`config.mk`:
```
export PLATFORM = sky130hd
export DESIGN_NAME = burst_addr_seq
export DESIGN_NICKNAME = d
export VERILOG_FILES = /design/src/rtl/bas_pkg.sv /design/src/rtl/bas_start_qual.sv /design/src/rtl/bas_state.sv /design/src/rtl/bas_lowgen.sv /design/src/rtl/burst_addr_seq.sv
export SDC_FILE = /design/constraint.sdc
export NUM_CORES = 1
export LEC_CHECK = 0
export ABC_CLOCK_PERIOD_IN_PS = 1500
export BUFFER_PORTS_ARGS = -buffer_cell sky130_fd_sc_hd__buf_4
export CORE_MARGIN = 3
export CORE_UTILIZATION = 41
export DETAILED_ROUTE_END_ITERATION = 10
export PLACE_DENSITY_LB_ADDON = 0.15
export SYNTH_ARGS = -nofsm -noshare
export SYNTH_HDL_FRONTEND = slang
export SYNTH_SLANG_ARGS = --single-unit
```
`constraint.sdc`:
```
create_clock -name clk -period 1.5 [get_ports clk]
set_clock_uncertainty 0.05 [all_clocks]
set_input_delay 0.075 -clock clk [delete_from_list [all_inputs] [get_ports clk]]
set_output_delay 0.075 -clock clk [all_outputs]
set_load 0.01 [all_outputs]
```
`src/rtl/bas_pkg.sv`:
```
// Shared types for the burst address sequencer.
// Assumes: only enum types are needed; no data lives here.
package bas_pkg;
    typedef enum logic {
        ORD_XOR  = 1'b0,
        ORD_WRAP = 1'b1
    } order_e;

    typedef enum logic [1:0] {
        ACT_HOLD  = 2'd0,
        ACT_LOAD  = 2'd1,
        ACT_DESEL = 2'd2,
        ACT_STEP  = 2'd3
    } act_e;
endpackage

```
`src/rtl/bas_start_qual.sv`:
```
// Decides the action for the next edge from the strobes, enables and advance.
// Assumes: all inputs are stable around the rising edge; active comes from state.
module bas_start_qual
    import bas_pkg::*;
(
    input  logic strobe_cpu,
    input  logic strobe_ctl,
    input  logic adv,
    input  logic sel_main,
    input  logic sel_b,
    input  logic sel_c,
    input  logic active,
    output act_e act
);
    logic cpu_ok;
    logic start;
    logic selected;

    // Qualify the strobes: the processor strobe is masked by the main enable.
    always_comb begin
        cpu_ok   = strobe_cpu & sel_main;
        start    = cpu_ok | strobe_ctl;
        selected = sel_main & sel_b & sel_c;
    end

    // Choose the action; a start outranks an advance.
    always_comb begin
        if (start)
            act = selected ? ACT_LOAD : ACT_DESEL;
        else if (adv && active)
            act = ACT_STEP;
        else
            act = ACT_HOLD;
    end
endmodule

```
`src/rtl/bas_state.sv`:
```
// Holds the captured base address, burst count, order mode and active flag.
// Assumes: act is already qualified; reset is synchronous and active low.
module bas_state
    import bas_pkg::*;
#(
    parameter int AW = 18,
    parameter int CW = 2
) (
    input  logic          clk,
    input  logic          rst_n,
    input  act_e          act,
    input  logic [AW-1:0] addr_in,
    input  logic          order_lin,
    output logic [AW-1:0] base_q,
    output logic [CW-1:0] cnt_q,
    output order_e        order_q,
    output logic          active_q
);
    // Update the registers for the chosen action.
    always_ff @(posedge clk) begin
        if (!rst_n) begin
            base_q   <= '0;
            cnt_q    <= '0;
            order_q  <= ORD_XOR;
            active_q <= 1'b0;
        end else begin
            case (act)
                ACT_LOAD: begin
                    base_q   <= addr_in;
                    cnt_q    <= '0;
                    order_q  <= order_lin ? ORD_WRAP : ORD_XOR;
                    active_q <= 1'b1;
                end
                ACT_DESEL: active_q <= 1'b0;
                ACT_STEP:  cnt_q    <= cnt_q + 1'b1;
                default:   ;
            endcase
        end
    end
endmodule

```
`src/rtl/bas_lowgen.sv`:
```
// Forms the low address bits from the start bits and the count.
// Assumes: the count wraps naturally at 2**CW.
module bas_lowgen
    import bas_pkg::*;
#(
    parameter int CW = 2
) (
    input  logic [CW-1:0] start_low,
    input  logic [CW-1:0] cnt,
    input  order_e        order,
    output logic [CW-1:0] low
);
    logic [CW-1:0] xor_low;
    logic [CW-1:0] sum_low;

    // Interleaved order: XOR each bit of the start with the count.
    for (genvar i = 0; i < CW; i++) begin : g_xor
        assign xor_low[i] = start_low[i] ^ cnt[i];
    end

    // Linear order: add the count, wrapping modulo 2**CW.
    assign sum_low = start_low + cnt;

    // Pick the order captured at burst start.
    always_comb low = (order == ORD_WRAP) ? sum_low : xor_low;
endmodule

```
`src/rtl/burst_addr_seq.sv`:
```
// Top of the burst address sequencer: qualifies the starts, keeps the state
// and forms the address. Assumes AW > CW and a single clock domain.
module burst_addr_seq
    import bas_pkg::*;
#(
    parameter int AW = 18,
    parameter int CW = 2
) (
    input  logic          clk,
    input  logic          rst_n,
    input  logic [AW-1:0] addr_in,
    input  logic          strobe_cpu,
    input  logic          strobe_ctl,
    input  logic          adv,
    input  logic          sel_main,
    input  logic          sel_b,
    input  logic          sel_c,
    input  logic          order_lin,
    output logic [AW-1:0] addr_out,
    output logic          active
);
    localparam int UW = AW - CW;

    act_e          act;
    logic [AW-1:0] base_q;
    logic [CW-1:0] cnt_q;
    order_e        order_q;
    logic [CW-1:0] low;

    bas_start_qual u_qual (
        .strobe_cpu (strobe_cpu),
        .strobe_ctl (strobe_ctl),
        .adv        (adv),
        .sel_main   (sel_main),
        .sel_b      (sel_b),
        .sel_c      (sel_c),
        .active     (active),
        .act        (act)
    );

    bas_state #(.AW(AW), .CW(CW)) u_state (
        .clk       (clk),
        .rst_n     (rst_n),
        .act       (act),
        .addr_in   (addr_in),
        .order_lin (order_lin),
        .base_q    (base_q),
        .cnt_q     (cnt_q),
        .order_q   (order_q),
        .active_q  (active)
    );

    bas_lowgen #(.CW(CW)) u_low (
        .start_low (base_q[CW-1:0]),
        .cnt       (cnt_q),
        .order     (order_q),
        .low       (low)
    );

    // Upper bits come from the captured base; low bits from the generator.
    assign addr_out = {base_q[AW-1:AW-UW], low};
endmodule

```
[Word level (Yosys, flattened, before mapping)]
Cells that the tools add are included.
Operators by class
  add/sub/neg operators: 2
  $mul: 0
  div/mod/pow operators: 0
  $lt $le $gt $ge: 0
  equal/unequal tests: 3
  shifts and indexed selects: 0
  mux-type cells: 7
  bitwise gates (word level): 6
  reduce and logical (&&, ||, !) cells: 3
Operator list (count)
  2-bit two-way mux: 4
  2-bit equality test (second input constant): 2
  2-bit case mux with 2 select lines: 1
  2-bit nonzero test: 2
  1-bit AND: 3
  2-bit by 1-bit adder with 2-bit output (second input constant): 1
  2-bit adder: 1
  2-bit by 1-bit equality test with 1-bit output (second input constant): 1
  1-bit case mux with 2 select lines: 1
  1-bit bitwise XOR: 2
  1-bit logical AND: 1
  1-bit two-way mux: 1
  1-bit OR: 1
Word-level totals
  flip-flop bits (word level): 22
  bits in latches: 0
  memory bits (writable): 0
  memory bits (read-only): 0
  input port bits: 27
  word-level logic and storage cells: 25
  memories: 0

[Longest topological paths before layout]
Gate-level depths: netlist (run 1).
  depth in word-level cells: 6
  depth in mapped cells: 8
  mapped depth without buffers: 7

[Cells and area by module]
From an unflattened synthesis (run 1), not the netlist that was laid out.
Second synthesis, totals
  cell total of the unflattened synthesis: 89
  area total of the unflattened synthesis: 923.4 µm²
Modules (own cells, without submodules)
  bas_state: times used 1, cells an instance 79, area an instance 844.6 µm², sequential area each 440.4 µm²
  bas_start_qual: times used 1, cells an instance 6, area an instance 45.0 µm², sequential area each 0.0 µm²
  bas_lowgen: times used 1, cells an instance 4, area an instance 33.8 µm², sequential area each 0.0 µm²

[Worst setup path before layout (run 1)]
No wires, ideal clock.
  path type: reg-to-reg
  start point: reg u_state.active_q
  end point: reg u_state.base_q[0]
  setup time: 0.128 ns
  arrival: 1.414 ns
  path slack: -0.091 ns
  stages on the path, launching flop included: 8
  buffers on the path: 2
  clock period less this slack: 1.591 ns
  cells stage by stage: dfxtp_1 -> nand2_1 -> o21ai_2 -> ha_1 -> buf_4 -> buf_6 -> mux2i_1 -> nor2_1
Between the ends
  longest elaborated chain between the ends: 4
Ends and longest elaborated chain
  start: declaration: line bas_state.sv:17  | output logic active_q
  start signal: assignment: line bas_state.sv:25  | active_q <= 1'b0;
  start signal: assignment: line bas_state.sv:32  | active_q <= 1'b1;
  start signal: assignment: line bas_state.sv:34  | ACT_DESEL: active_q <= 1'b0;
  1-bit logical AND: line bas_start_qual.sv:30  | else if (adv && active)
  2-bit two-way mux: line bas_start_qual.sv:30
  2-bit two-way mux: line bas_start_qual.sv:28  | if (start)
  2-bit by 1-bit equality test with 1-bit output: line bas_state.sv:27  | case (act)
  end signal: assignment: line bas_state.sv:29  | base_q <= addr_in;
  end: declaration: line bas_state.sv:14  | output logic [AW-1:0] base_q,
No other way between the ends.
A chain may end at the register's enable or synchronous reset.

[Final worst setup path (run 1)]
  start point: reg u_state.active_q
  end point: reg u_state.active_q
Between the ends
  longest elaborated chain between the ends: 5
  elaborated cells on any way between the ends: 7
  classes of those cells: eq/ne: 2; mux: 3; reduce/logical: 2
Ends and longest elaborated chain (line)
  1-bit logical AND (*): bas_start_qual.sv:30
  2-bit two-way mux (*): bas_start_qual.sv:30
  2-bit two-way mux (*): bas_start_qual.sv:28
  2-bit equality test / 2-bit by 1-bit equality test with 1-bit output (equally long branches): bas_state.sv:27
  1-bit case mux with 2 select lines / 2-bit nonzero test (equally long branches)
Mark *: on every way between the ends. The rest lies on a longest branch, timed or not.

==> results.cfg, run 1 <==
[power]
clkPwrFrac = 0.237
power_density_nw_per_um2 = 695
switching_share = 0.231
switchingPower_w = 0.000256
irDropWorstVdd_mv = 0.522
combPwrFrac = 0.211
leakage_nw = 0.696
p_int_w = 0.000852
pwr-share-seq = 0.552

[final_layout]
drive_gt1_frac = 0.366
fillerInstances = 193
fin_nets = 195
areaGrowthSynthToFinish_pct = 53.1
regArea_um2 = 444
multi_input_area_um2 = 465
fin_util = 0.688
diodes = 0

[sta]
max_slew_margin = 0.780
worst_slew_pin_slew_ns = 0.330
finalHoldViolCount = 0
holdWs_ns = 0.147
setup_violations = 0
fmax_mhz = 709
final_max_slew_viol_count = 0
rsz0062_at_grt = no
fin_crit_sh = 0.940
period_minus_slack_ns = 1.41

[clock_network]
cts.sinks = 22
root_buffer = clkbuf_4
cts_tree = built
numCtsBuffers = 3
clk_latency_ns = 0.30
cts_max_level = 1
clock_path_buffers = 2
path_clk_slew_ns = 0.12

[critical_path]
worst_path_max_delay_cell = dfxtp_4
slowest_delay_ns = 0.37
critical_path.max_fanout = 3
r2r_cells = 7
reg2reg_to = u_state.active_q$_SDFFE_PN0P_
path_cells = nand2_2 -> o21ai_4 -> buf_4 -> inv_1 -> ha_1 -> a21oi_1 -> nor2_1
crit_start = u_state.active_q$_SDFFE_PN0P_
critical_path_arrival_ns = 1.55
reg2reg_slack_ns = 0.09
worstSetupEndpointType = register
startpoint_type = register
critPathRequiredTime_ns = 1.64
rr_startpoint = u_state.active_q$_SDFFE_PN0P_
critPathKind = reg2reg

[floorplanning]
rows = 17
dieArea_um2 = 3180
fp.dieW_um = 56.4
core_um2 = 2320
ios = 46
die_h_um = 56.4
start_util = 0.449

[drt]
route.vias.total = 873
wl_per_cell_um = 11.7
first_iter_violations = 17
drcViolationCount = 0
ant_nets = 0
routed_wl_um = 2250
viasPerCell = 4.55
dr.pass1.iters = 4

[logic_synthesis]
syn_area_um2 = 1040
syn-num-nets = 139
syn_area_per_cell_um2 = 9.55
synth_seq_cells = 22
ys_seq_area_frac = 0.423
postSynthCellCount = 109
synth_cell_types = 22
yosysWarnings = 0

[worst_hold_path]
hp-start = adv
hold_depth = 4
hp-class = in2reg
hold_end = u_state.cnt_q[0]$_SDFFE_PN0P_

[global_route]
grt_pass1_vias = 865
grt_usage = 0.151
grt_pass1_wl_um = 3820
antenna_found_initial = 0
grt_overflow_total = 0
grt_max_degree = 20

[place]
dpl.hpwl_um = 1540
port_buffers = 45
gp_congestion = 0.698

[job]
cap_violations = 0

[outcome]
outcome = completed
-- synthesized netlist by cell type, drive strengths merged --
| cell type | count | area share |
|---|---|---|
| nor2 | 21 | 0.076 |
| a21oi | 2 | 0.0096 |
| xor2 | 1 | 0.0084 |
| nand3 | 1 | 0.0048 |
| o21ai | 3 | 0.022 |
| buf | 18 | 0.13 |
| inv | 2 | 0.0072 |
| and3 | 1 | 0.0060 |
| xnor2 | 1 | 0.0084 |
| a21o | 1 | 0.0072 |
| o22ai | 1 | 0.0060 |
| o21a | 1 | 0.0072 |
| dfxtp | 22 | 0.42 |
| a2111o | 1 | 0.011 |
| clkbuf | 3 | 0.011 |
| nand2b | 3 | 0.018 |
| nand2 | 4 | 0.014 |
| o2111ai | 1 | 0.0084 |
| mux2i | 19 | 0.18 |
| ha | 3 | 0.036 |
-- cell usage in the layout (no fill, tap or decap), types with 2 or more instances in the layout --
| cell type | Yosys | final |
|---|---|---|
| mux2i_1 | 19 | 19 |
| nand2_1 | 4 | 3 |
| clkbuf_4 | 0 | 3 |
| buf_4 | 17 | 50 |
| dfxtp_1 | 22 | 21 |
| ha_1 | 3 | 2 |
| nand2b_1 | 3 | 3 |
| nor2_1 | 21 | 21 |
| dlygate4sd3_1 | 0 | 20 |
| a21oi_1 | 2 | 2 |
| inv_1 | 2 | 2 |
| buf_12 | 0 | 2 |
-- area by class of cell --
type / instances / area share
Inverter: 2 / 0.00471
Sequential cell: 22 / 0.279
Clock buffer: 4 / 0.0165
Timing Repair Buffer: 72 / 0.386
Multi-Input combinational cell: 64 / 0.292
Tap cell: 28 / 0.0220
-- per-stage QoR --
stage               total power, W  setup TNS (ns)  cell area, um^2  setup slack (ns)  instances
global route               0.00117               0             1590           0.00132        192
finish                     0.00111               0             1590            0.0897        192
global placement          0.000802           -2.15             1320            -0.121        166
floorplan                 0.000723               0             1070            0.0128        109
detailed placement        0.000807           -2.73             1320            -0.162        166
CTS                        0.00112               0             1550            0.0284        190
-- timing repair --
item,in CTS,in global routing
resized for setup,1,0
cloned,0,0
pin swaps,0,1
hold buffers,20,0
endpoints found under the hold margin,20,0
setup endpoints to repair,19,20
buffers inserted,0,2
-- flip-flops by register name (all words and copies together), names as in the netlist --
signal	cells
u_state.active_q	1
u_state.base_q	18
u_state.cnt_q	2
u_state.order_q	1
-- worst max path at each step --
stage	to	slack, ns	cells after the start
after floorplan	u_state.base_q[0]$_SDFFE_PN0N_	0.01	7
after global placement	u_state.base_q[16]$_SDFFE_PN0N_	-0.12	5
after detailed placement	u_state.base_q[16]$_SDFFE_PN0N_	-0.16	5
after CTS	u_state.base_q[16]$_SDFFE_PN0N_	0.03	5
after global routing	u_state.active_q$_SDFFE_PN0P_	0.001	8
final	u_state.active_q$_SDFFE_PN0P_	0.09	7
-- metal layers --
metal  share of wire  routed length, um  up-vias  global-route usage
met3           0.053                120        2              0.0368
li1                -                  -      457                   -
met2            0.53               1190       23               0.262
met4          0.0053                 12        0              0.0508
met1            0.41                933      391               0.181
met5               0                  0        -                   0
-- logic make-up after synthesis --
family | synth area share
buffers and inverters | 0.151
and+or+nand+nor | 0.119
AOI/OAI and AO/OA | 0.0709
adders and majority gates | 0.0361
muxes | 0.183
DFF | 0.423
xor gates and xnor gates | 0.0168
-- worst max-delay path, delay by kind of cell (launching register included) --
family,cells,cell delay [ns]
compound gates,2,0.29
fa+ha+maj,1,0.29
buf+inv,2,0.18
flops,1,0.37
simple gates,2,0.11
-- power by group through the flow --
stage	combinational, W	sequential, W	clock [W]
floorplan	0.0000977	0.000625	0
global placement	0.000178	0.000625	0
detailed placement	0.000182	0.000625	0
CTS	0.000227	0.000612	0.000281
global route	0.000257	0.000615	0.000298
finish	0.000234	0.000612	0.000262
(Power assumes the default switching activity.)
==> run 2, diff against run 1 <==
- CELL_PAD_IN_SITES_DETAIL_PLACEMENT: default -> 1
- CELL_PAD_IN_SITES_GLOBAL_PLACEMENT: default -> 2
- CORE_ASPECT_RATIO: default -> 0.5
- CORE_UTILIZATION: 41 -> 23
==> run 2 against run 1 <==
Effect of this change: clock power up 42%; setup slack better by 0.037 ns; register-to-register slack better by 0.04 ns.
==> results.cfg, run 2 (synthesis results as in run 1) <==
[place]
dp_cells = 191
dpl.hpwl_um = 1740
pre_cts_slack_ns = 0.0242
gp_congestion = 0.654
port_buffers = 45

[clock_network]
cts_max_level = 1
root_buffer = clkbuf_8
clk_latency_ns = 0.26
path_clk_slew_ns = 0.08
cts_tree = built
cts.sinks = 22
numCtsBuffers = 3
clock_path_buffers = 2

[final_layout]
top_regs = u_state.base_q x18, u_state.cnt_q x2
fin_nets = 182
mostFrequentLayoutCells = buf_4, nor2_1, dfxtp_1, mux2i_1, dlygate4sd3_1
largest_reg_flops = 18
layoutNonFillerInstCount = 205
layout_commonest_cell = buf_4
drive_gt1_frac = 0.384
top_register = u_state.base_q
fillerInstances = 490
diodes = 0
areaGrowthSynthToFinish_pct = 46.0

[drt]
routed_wl_um = 2350
first_iter_violations = 9
wl_per_cell_um = 11.5
dr.pass1.iters = 2
drcViolationCount = 0
route.vias.total = 839
ant_nets = 0
viasPerCell = 4.09

[sta]
final_max_slew_viol_count = 0
worst_slack_ns = 0.127
rsz0062_at_grt = no
fmax_mhz = 728
finalHoldViolCount = 0
period_minus_slack_ns = 1.37
holdWs_ns = 0.00409
max_slew_margin = 0.701
setup_violations = 0
fin_crit_sh = 0.915
fin_tns_setup_ns = 0
worst_slew_pin_slew_ns = 0.447

[power]
power_density_nw_per_um2 = 782
leakage_nw = 0.648
power_w = 0.00119
irDropWorstVdd_mv = 0.267

[global_route]
antenna_found_initial = 0
grt_pass1_vias = 831
grt_max_degree = 14
grt_pass1_wl_um = 3910
grt_usage = 0.0960
grt_overflow_total = 0

[critical_path]
critical_path.max_fanout = 11
critPathKind = reg2reg
rr_startpoint = u_state.active_q$_SDFFE_PN0P_
worstSetupEndpointType = register
critical_path_arrival_ns = 1.46
reg2reg_to = u_state.base_q[9]$_SDFFE_PN0N_
r2r_cells = 6
critPathRequiredTime_ns = 1.59
reg2reg_slack_ns = 0.13
startpoint_type = register

[floorplanning]
ios = 46
die_h_um = 53.6
dieArea_um2 = 5420
rows = 16
start_util = 0.252
core_um2 = 4120
fp.dieW_um = 101

[worst_hold_path]
hold_depth = 3
hold_end = u_state.base_q[4]$_SDFFE_PN0N_
hp-start = addr_in[4]
hp-class = in2reg

[job]
cap_violations = 0

[outcome]
outcome = completed
run 2: cell types whose count changed in the layout (fill, tap and decap cells not counted), sizes merged:
cell	delta
dlygate4sd3	-11
buf	-2
run 2: worst max-delay path, cell delays in order, from the launching register on:
cell and delay, ns:
dfxtp_4 0.36, nand3_1 0.09, o21a_1 0.18, ha_4 0.18
buf_12 0.15, mux2i_1 0.19, nor2_1 0.05
run 2: worst max-delay path by stage:
stage	slack, ns	to	cells after the start	from
after floorplan	0.01	u_state.base_q[0]$_SDFFE_PN0N_	7	u_state.active_q$_SDFFE_PN0P_
after global placement	0.01	u_state.base_q[5]$_SDFFE_PN0N_	8	strobe_cpu
after detailed placement	0.02	u_state.base_q[9]$_SDFFE_PN0N_	6	u_state.active_q$_SDFFE_PN0P_
after CTS	0.008	u_state.base_q[9]$_SDFFE_PN0N_	6	u_state.active_q$_SDFFE_PN0P_
after global routing	0.006	u_state.base_q[0]$_SDFFE_PN0N_	6	u_state.active_q$_SDFFE_PN0P_
final	0.13	u_state.base_q[9]$_SDFFE_PN0N_	6	u_state.active_q$_SDFFE_PN0P_
run 2: metal layers:
| layer | track usage | share of wire |
|---|---|---|
| met1 | 0.112 | 0.45 |
| met5 | 0 | 0 |
| met4 | 0.0331 | 0.0064 |
| met2 | 0.155 | 0.46 |
| met3 | 0.0479 | 0.085 |
run 2: through the flow:
step | util | area, um^2
final | 0.369 | 1520
after global routing | 0.369 | 1520
after CTS | 0.364 | 1500
after detailed placement | 0.332 | 1370
after global placement | 0.332 | 1370
after floorplan | - | 1070
run 2: final cells by class:
class                   instances  area, um^2  area share
clock buffers                   4        45.0      0.0296
well taps                      54        67.6      0.0444
inverters                       2        7.51     0.00494
repair buffers                 59         490       0.323
flip-flops and latches         22         444       0.292
multi-input cells              64         465       0.306
run 2: repair_timing:
item,4_1_cts,5_1_grt
gates resized for setup,0,1
hold endpoints to repair,9,0
hold buffers,9,0
setup endpoints to repair,0,19
setup buffers,0,1
run 2: power by group:
| group | internal (W) | switching (W) | leakage [nW] |
|---|---|---|---|
| combinational | 0.000123 | 0.0000818 | 0.447 |
| clock | 0.000189 | 0.000183 | 0.0228 |
| sequential | 0.000601 | 0.0000109 | 0.179 |
==> run 3, diff against run 2 <==
- BUFFER_PORTS_ARGS: -buffer_cell sky130_fd_sc_hd__buf_4 -> default
- CORE_UTILIZATION: 23 -> 31
- DONT_BUFFER_PORTS: default -> 1
==> run 3 against run 2 <==
Effect of this change: fmax decreased by 2.9%; first-iteration DRC count grew 44%; register-to-register slack worse by 0.04 ns; design area down 14%; non-clock buffer count shrank 33; largest cell class is now multi-input combinational cells; largest power group unchanged; highest routed layer is now met3.
==> results.cfg, run 3 (synthesis results as in run 1) <==
[critical_path]
reg2reg_to = u_state.active_q$_SDFFE_PN0P_
rr_startpoint = u_state.active_q$_SDFFE_PN0P_
worstSetupEndpointType = register
worst_path_max_delay_cell = dfxtp_4
path_cells = nand2_2 -> o21ai_4 -> buf_6 -> inv_1 -> ha_4 -> nor2_2 -> a21oi_1 -> nor2_1
reg2reg_slack_ns = 0.09
slowest_delay_ns = 0.37
worstPathBufferInverterCount = 2
critPathKind = reg2reg
critical_path.max_fanout = 4
r2r_cells = 8
cp_top_family = flip-flops
startpoint_type = register
critPathRequiredTime_ns = 1.60
critical_path_arrival_ns = 1.52

[floorplanning]
dieArea_um2 = 4130
rows = 14
ios = 46
die_h_um = 47.0
core_um2 = 3100
start_util = 0.336
fp.dieW_um = 88.0

[final_layout]
fin_nets = 149
mostFrequentLayoutCells = dfxtp_1, nor2_1, dlygate4sd3_1, mux2i_1
top_register = u_state.base_q
fillerInstances = 348
fin_util = 0.421
areaGrowthSynthToFinish_pct = 25.4
fin_area_um2 = 1310
drive_gt1_frac = 0.144
top_regs = u_state.base_q x18, u_state.cnt_q x2
layout_commonest_cell = dfxtp_1
diodes = 0
largest_reg_flops = 18

[clock_network]
clk_latency_ns = 0.26
cts_tree = built
numCtsBuffers = 3
cts.sinks = 22
cts_max_level = 1
root_buffer = clkbuf_8
clock_path_buffers = 2
path_clk_slew_ns = 0.08

[global_route]
grt_max_degree = 21
grt_pass1_vias = 895
grt_usage = 0.128
antenna_found_initial = 0
grt_overflow_total = 0
grt_pass1_wl_um = 3980

[drt]
dr.pass1.iters = 3
first_iter_violations = 13
ant_nets = 0
drcViolationCount = 0
wl_per_cell_um = 15.6
routed_wl_um = 2470
route.vias.total = 752
viasPerCell = 4.76

[power]
power_density_nw_per_um2 = 887
leakage_nw = 0.474
irDropWorstVdd_mv = 0.277
power_w = 0.00116

[outcome]
outcome = completed

[place]
gp_congestion = 0.748
placed_cell_area_um2 = 1030
port_buffers = 0
dpl.hpwl_um = 1730

[sta]
period_minus_slack_ns = 1.41
rsz0062_at_grt = no
fin_tns_setup_ns = 0
worst_slew_pin_slew_ns = 0.335
finalHoldViolCount = 0
final_max_slew_viol_count = 0
fin_crit_sh = 0.943
setup_violations = 0
max_slew_margin = 0.776
fmax_mhz = 707

[worst_hold_path]
hold_depth = 3
hp-class = in2reg
hp-start = rst_n
hold_end = u_state.cnt_q[1]$_SDFFE_PN0P_

[job]
cap_violations = 0
-- run 3: cell count changes in the layout (fill, tap and decap cells not counted) --
cell,before,now
buf_4,48,3
dlygate4sd3_1,9,20
buf_6,0,1
ha_1,2,1
ha_4,1,2
mux2i_1,19,18
mux2i_2,0,1
nor2_1,21,20
nor2_2,0,1
-- run 3: what timing repair did --
action / 4_1_cts / 5_1_grt
endpoints found under the setup margin: 1 / 10
buffers inserted: 0 / 0
resized for setup: 0 / 5
pin swaps: 1 / 1
hold endpoints to repair: 21 / 0
hold buffers: 20 / 0
-- run 3: worst max path at each step --
stage                                              from                             end  slack [ns]  depth (start not counted)
after floorplan           u_state.active_q$_SDFFE_PN0P_  u_state.base_q[0]$_SDFFE_PN0N_        0.01                          7
after detailed placement  u_state.active_q$_SDFFE_PN0P_   u_state.active_q$_SDFFE_PN0P_        0.01                          8
final                     u_state.active_q$_SDFFE_PN0P_   u_state.active_q$_SDFFE_PN0P_        0.09                          8
after global placement    u_state.active_q$_SDFFE_PN0P_  u_state.base_q[0]$_SDFFE_PN0N_        0.13                          6
after global routing      u_state.active_q$_SDFFE_PN0P_   u_state.active_q$_SDFFE_PN0P_       0.002                          8
after CTS                 u_state.active_q$_SDFFE_PN0P_   u_state.active_q$_SDFFE_PN0P_       0.008                          8
-- run 3: final cells by class --
class,instances,area (um^2),share of cell area
clock buffer,4,45.0,0.0345
inverter,2,7.51,0.00575
multi-input combinational,64,484,0.371
sequential,22,444,0.340
tap,40,50.0,0.0384
timing repair buffer,26,274,0.210
-- run 3: through the flow --
| stage | std cells | setup slack, ns | hold slack (ns) |
|---|---|---|---|
| after global routing | 158 | 0.00212 | 0.0414 |
| after floorplan | 109 | 0.0128 | 0.172 |
| after global placement | 134 | 0.132 | 0.174 |
| after CTS | 158 | 0.00794 | 0.0292 |
| final | 158 | 0.0855 | 0.0408 |
| after detailed placement | 134 | 0.0108 | 0.190 |
-- run 3: power breakdown --
group / leakage (nW) / internal, W / switching [W]
clock: 0.0228 / 0.000189 / 0.000184
sequential: 0.179 / 0.000601 / 0.0000191
combinational: 0.272 / 0.0000933 / 0.0000708
total: 0.474 / 0.000884 / 0.000274
-- run 3: layer usage --
metal | vias up | GRT usage | wire length [um]
met5 | - | 0 | 0
met4 | 0 | 0.0183 | 0
met3 | 0 | 0.0490 | 178
met2 | 29 | 0.263 | 1360
met1 | 358 | 0.129 | 934
li1 | 365 | - | -
-- run 3: worst register-to-register path: cells and delay by family, from the launching register on --
family	cells	cell delay, ns
AO/OA/AOI/OAI	2	0.28
buffers and inverters	2	0.19
adder cells (fa/ha/maj)	1	0.27
AND/OR/NAND/NOR	3	0.16
flip-flops	1	0.37
